==> src/rtl/drb_pkg.sv <==
package drb_pkg;

  typedef enum logic [1:0] {
    HOLE_NONE = 2'b00,
    HOLE_LOW  = 2'b01,
    HOLE_HIGH = 2'b10,
    HOLE_RSVD = 2'b11
  } hole_code_e;

  localparam logic [31:0] LOW_HOLE_BASE  = 32'h0008_0000;
  localparam logic [31:0] LOW_HOLE_END   = 32'h000A_0000;
  localparam logic [31:0] HIGH_HOLE_BASE = 32'h00F0_0000;
  localparam logic [31:0] HIGH_HOLE_END  = 32'h0100_0000;

  // Address lies in the window selected by the hole code (end exclusive).
  function automatic logic hole_hit(input logic [31:0] a, input hole_code_e c);
    case (c)
      HOLE_LOW:  return (a >= LOW_HOLE_BASE)  && (a < LOW_HOLE_END);
      HOLE_HIGH: return (a >= HIGH_HOLE_BASE) && (a < HIGH_HOLE_END);
      default:   return 1'b0;
    endcase
  endfunction

endpackage

==> src/rtl/drb_row_cmp.sv <==
module drb_row_cmp #(
  parameter int NUM_ROWS = 8,
  parameter int BND_W    = 8,
  parameter int UNIT_W   = 9
) (
  input  logic [UNIT_W-1:0]         unit_i,
  input  logic [NUM_ROWS*BND_W-1:0] bounds_i,
  output logic [NUM_ROWS-1:0]       match_o,
  output logic                      order_err_o
);
  localparam int CW = UNIT_W + BND_W;

  logic [CW-1:0]       unit_x;
  logic [NUM_ROWS-1:0] dec_w;

  assign unit_x = CW'(unit_i);

  for (genvar i = 0; i < NUM_ROWS; i++) begin : g_row
    logic [CW-1:0] lo_w, hi_w;
    assign hi_w = CW'(bounds_i[i*BND_W +: BND_W]);
    if (i == 0) begin : g_first
      assign lo_w     = '0;
      assign dec_w[i] = 1'b0;
    end else begin : g_rest
      assign lo_w     = CW'(bounds_i[(i-1)*BND_W +: BND_W]);
      assign dec_w[i] = hi_w < lo_w;
    end
    assign match_o[i] = (unit_x >= lo_w) && (unit_x < hi_w);
  end

  assign order_err_o = |dec_w;
endmodule

==> src/rtl/drb_prio_pick.sv <==
module drb_prio_pick #(
  parameter int N     = 8,
  parameter int IDX_W = 3
) (
  input  logic [N-1:0]     match_i,
  output logic [N-1:0]     onehot_o,
  output logic [IDX_W-1:0] idx_o,
  output logic             any_o
);
  always_comb begin
    onehot_o = '0;
    idx_o    = '0;
    for (int i = N - 1; i >= 0; i--) begin
      if (match_i[i]) begin
        onehot_o    = '0;
        onehot_o[i] = 1'b1;
        idx_o       = IDX_W'(i);
      end
    end
  end

  assign any_o = |match_i;
endmodule

==> src/rtl/drb_hole_chk.sv <==
module drb_hole_chk #(
  parameter int ADDR_W = 32
) (
  input  logic [ADDR_W-1:0] addr_i,
  input  logic [1:0]        hole_en_i,
  output logic              in_hole_o
);
  logic [31:0] a32;
  assign a32       = 32'(addr_i);
  assign in_hole_o = drb_pkg::hole_hit(a32, drb_pkg::hole_code_e'(hole_en_i));
endmodule

==> src/rtl/drb_decoder.sv <==
module drb_decoder #(
  parameter int ADDR_W      = 32,
  parameter int NUM_ROWS    = 8,
  parameter int BND_W       = 8,
  parameter int UNIT_SHIFT  = 23,
  parameter bit ORDER_CHECK = 1'b1,
  localparam int IDX_W      = (NUM_ROWS > 1) ? $clog2(NUM_ROWS) : 1,
  localparam int UNIT_W     = ADDR_W - UNIT_SHIFT
) (
  input  logic                      clk,
  input  logic                      rst_n,
  input  logic [ADDR_W-1:0]         addr_i,
  input  logic [NUM_ROWS*BND_W-1:0] bounds_i,
  input  logic [1:0]                hole_en_i,
  output logic [NUM_ROWS-1:0]       row_sel_o,
  output logic [IDX_W-1:0]          row_idx_o,
  output logic                      dram_hit_o,
  output logic                      hole_o
);
  logic [NUM_ROWS-1:0] row_match_w;
  logic [NUM_ROWS-1:0] pick_w;
  logic [IDX_W-1:0]    pick_idx_w;
  logic                any_row_w;
  logic                hole_hit_w;
  logic                order_raw_w;
  logic                order_err_w;

  drb_row_cmp #(
    .NUM_ROWS(NUM_ROWS), .BND_W(BND_W), .UNIT_W(UNIT_W)
  ) u_cmp (
    .unit_i     (addr_i[ADDR_W-1:UNIT_SHIFT]),
    .bounds_i   (bounds_i),
    .match_o    (row_match_w),
    .order_err_o(order_raw_w)
  );

  drb_prio_pick #(.N(NUM_ROWS), .IDX_W(IDX_W)) u_pick (
    .match_i (row_match_w),
    .onehot_o(pick_w),
    .idx_o   (pick_idx_w),
    .any_o   (any_row_w)
  );

  drb_hole_chk #(.ADDR_W(ADDR_W)) u_hole (
    .addr_i   (addr_i),
    .hole_en_i(hole_en_i),
    .in_hole_o(hole_hit_w)
  );

  // Misordering report for the checker; zero when the check is disabled.
  assign order_err_w = ORDER_CHECK ? order_raw_w : 1'b0;

  always_ff @(posedge clk or negedge rst_n) begin
    if (!rst_n) begin
      row_sel_o  <= '0;
      row_idx_o  <= '0;
      dram_hit_o <= 1'b0;
      hole_o     <= 1'b0;
    end else begin
      row_sel_o  <= hole_hit_w ? '0 : pick_w;
      row_idx_o  <= hole_hit_w ? '0 : pick_idx_w;
      dram_hit_o <= any_row_w & ~hole_hit_w;
      hole_o     <= hole_hit_w;
    end
  end
endmodule

==> config.mk <==
export PLATFORM = sky130hd
export DESIGN_NAME = drb_decoder
export DESIGN_NICKNAME = d
export VERILOG_FILES = /design/src/rtl/drb_pkg.sv /design/src/rtl/drb_row_cmp.sv /design/src/rtl/drb_prio_pick.sv /design/src/rtl/drb_hole_chk.sv /design/src/rtl/drb_decoder.sv
export SDC_FILE = /design/constraint.sdc
export NUM_CORES = 1
export LEC_CHECK = 0
export ABC_AREA = 1
export BUFFER_PORTS_ARGS = -buffer_cell sky130_fd_sc_hd__buf_2
export CAP_MARGIN = 20
export CORE_UTILIZATION = 30
export CTS_BUF_LIST = sky130_fd_sc_hd__clkbuf_16
export CTS_CLUSTER_SIZE = 8
export DETAILED_ROUTE_END_ITERATION = 12
export PLACE_DENSITY_LB_ADDON = 0.08
export SYNTH_ARGS = -nofsm -noshare
export SYNTH_HDL_FRONTEND = slang
export SYNTH_SLANG_ARGS = --single-unit
export TNS_END_PERCENT = 50
==> constraint.sdc <==
create_clock -name clk -period 1.05 [get_ports clk]
set_input_delay 0.105 -clock clk [delete_from_list [all_inputs] [get_ports clk]]
set_output_delay 0.105 -clock clk [all_outputs]
set_load 0.03 [all_outputs]
==> results_dict.tcl <==
set metrics [dict create \
    yosysSeqAreaShare_pct 12.90 \
    drive_above_1_share_pct 58.99 \
    syn-instance-count 395 \
    fin_util_pct 60.12 \
    avgSynthCellArea_um2 6.383 \
    wl_per_cell_um 13.56 \
    cp.required_ns 1.22 \
    setup_ws_ns -0.2590 \
    cts_root_buf "clkbuf_16" \
    dr_total_vias 2866 \
    drt_iter0_drc 70 \
    power_density_nw_per_um2 665.4 \
    synth_nets 560 \
    ys.warnings.count 0 \
    hpwlAfterDp_mm 5.785 \
    grt_max_degree 14 \
    vdd_drop_max_mv 0.5200 \
    die_area_um2 8774 \
    area_growth_pct 94.94 \
    yosysTopAreaCell "ha_1" \
    grt_util_all_layers_pct 20.00 \
    h-tree-depth 1 \
    synth_cell_types 26 \
    die_w_um 93.67 \
    path_clk_slew_ns 0.04 \
    design_area_um2 4915 \
    fmax_mhz 763.9 \
    ys_ff_latch 13 \
    seq_area_um2 325.3 \
    cp-end-kind "flip-flop" \
    first_pass_iters 8 \
    setup_viol 13 \
    start_util_pct 30.84 \
    antenna_cells 0 \
    max_cap_violations 0 \
    p_total_uw 3270 \
    rows 33 \
    synthesis.area_um2 2521 \
    grt_remaining_overflow 0 \
    ys_top_cells_by_area "ha_1 32%, nand2_1 15%, inv_1 14%" \
    crit_end "row_idx_o[2]" \
    portBuffers 95 \
    drcViolationCount 2 \
    path_class "in -> reg" \
    outcome "complete, but fails checks" \
    fin_crit_sh_pct 124.7 \
    clock_tree.buffer_depth 2 \
    tightest_slew_ns 0.2822 \
    worstSetupStartpointType "input port" \
    cts_sinks 13 \
    fin_crit_ns 1.309 \
    grt_pass1_vias 2928 \
    fillCellCount 732 \
    antenna_found_initial 0 \
    critPathLaunch "bounds_i[14]" \
    cts_tree "yes" \
    cp.arrival_ns 1.48 \
    viasPerCell 4.485 \
    placed_area_um2 3455 \
    rsz0062_at_grt "true" \
    p_leak_uw 0.002416 \
    core_area_um2 8175 \
    antenna_left 0 \
    maxSlewViolCount 0 \
    critPathMaxFanout 3 \
    globalplace.congestion 0.7750 \
    grt_pass1_wl_mm 13.57 \
    multi_input_area_um2 2892 \
    relSlewSlack_pct 81.19 \
    hold_violations 0 \
    violations "DRC, setup timing" \
    routed_wl_mm 8.667 \
    io_pins 113 \
    cts_inserted_buffers 3 \
    setup_tns_ns -2.408 \
    min_path_type "in -> async" \
    fin_nets 700 \
    die_h_um 93.67 \
    synth_top_cell_area_share_pct 32.26 \
]
-- metrics by stage --
| stage | hold slack (ns) | worst slack, ns | std cells |
|---|---|---|---|
| after floorplan | -0.1906 | -0.2302 | 395 |
| after global placement | 0.0008779 | -0.7319 | 612 |
| after detailed placement | 0.004471 | -0.7371 | 612 |
| after CTS | 0.2876 | -0.2289 | 634 |
| after global routing | 0.3400 | -0.3677 | 639 |
| final | 0.2916 | -0.2590 | 639 |
-- worst min path at each step --
stage | slack, ns | depth (start not counted) | endpoint | startpoint
global placement | 0.0009 | 1 | row_idx_o[0] | rst_n
detailed placement | 0.004 | 1 | row_sel_o[1] | rst_n
floorplan | -0.19 | 0 | dram_hit_o | rst_n
global route | 0.34 | 2 | row_sel_o[5] | rst_n
CTS | 0.29 | 2 | row_sel_o[1] | rst_n
finish | 0.29 | 2 | row_sel_o[1] | rst_n
-- per-layer routing --
metal  global-route usage, %  vias to the layer above  wire [µm]
met4                  0.7692                        0         42
met3                   2.508                        6        399
met5                       0                        -          0
met2                   34.68                       73       4164
li1                        -                     1520          -
met1                   27.72                     1267       4061
-- Yosys cell counts --
master and n:
a21oi_1 17, a21oi_2 5, or2_2 2, and3_1 2, nand4_1 10, or2_0 3, o211ai_2 1, nor2_2 3
a21o_1 1, o21a_1 2, nand3b_1 4, nor3_2 1, ha_1 65, nand2_1 101, nor3b_1 1, nor3_1 2
or2_1 1, nor2_4 1, nand3_1 15, buf_6 1, o21ai_0 4, nor2_1 39, nand2_2 3, inv_2 1
dfrtp_1 13, inv_1 97
-- repair_timing --
action,in CTS,in global routing
gates resized for setup,140,61
hold buffers,1,0
cloned,6,0
pin swaps,74,53
endpoints found under the hold margin,13,0
setup buffers,11,6
setup endpoints to repair,13,13
-- layout make-up --
class                           count  share of cell area, %
Timing Repair Buffer              136                  22.15
Tap cell                          105                  2.673
Clock buffer                        3                  1.527
Multi-Input combinational cell    283                  58.83
Inverter                           98                  8.121
Sequential cell                    13                  6.619
Clock inverter                      1                0.07637
-- flip-flops by register name, indices dropped and copies added (netlist names) --
signal      count
dram_hit_o      1
hole_o          1
row_idx_o       3
row_sel_o       8
-- cell families (layout without fill, tap and decap cells) --
group | count (synthesis) | in the layout | synth area share (%)
buffers and inverters | 99 | 238 | 15.04
flip-flops | 13 | 13 | 12.90
AND/OR/NAND/NOR | 188 | 188 | 32.51
adder cells (fa/ha/maj) | 65 | 65 | 32.26
AO/OA/AOI/OAI | 30 | 30 | 7.295
-- critical path: stages --
cell and delay (ns):
buf_2 0.10, inv_1 0.08, ha_4 0.22, a21oi_2 0.13, o21a_1 0.17, nand4_1 0.15
nand2_4 0.10, nand2_4 0.06, nor2_4 0.16, nand2_4 0.10, nor2_4 0.11
-- layout by cell type (no fill, tap or decap), types with 2 or more instances in the layout --
cell type	count
buf_12	2
nand2_4	12
nand3_2	6
buf_16	11
or2_0	3
ha_4	58
nand3b_1	4
a21oi_1	8
o21ai_0	2
o21a_1	2
inv_2	24
o21ai_1	2
nor2_1	24
nand4_1	10
nand3_1	9
buf_4	31
buf_2	84
clkbuf_16	3
a21oi_2	14
ha_1	6
buf_6	6
nand2_1	64
inv_4	4
inv_1	68
dfrtp_1	13
nand2_2	28
nor2_4	12
and3_4	2
nor2_2	7
-- power breakdown --
group	internal, µW	switching [µW]
Clock	500	190
Sequential	541	8.44
Combinational	991	1040
Note: power is estimated with default switching activity, not from simulation.
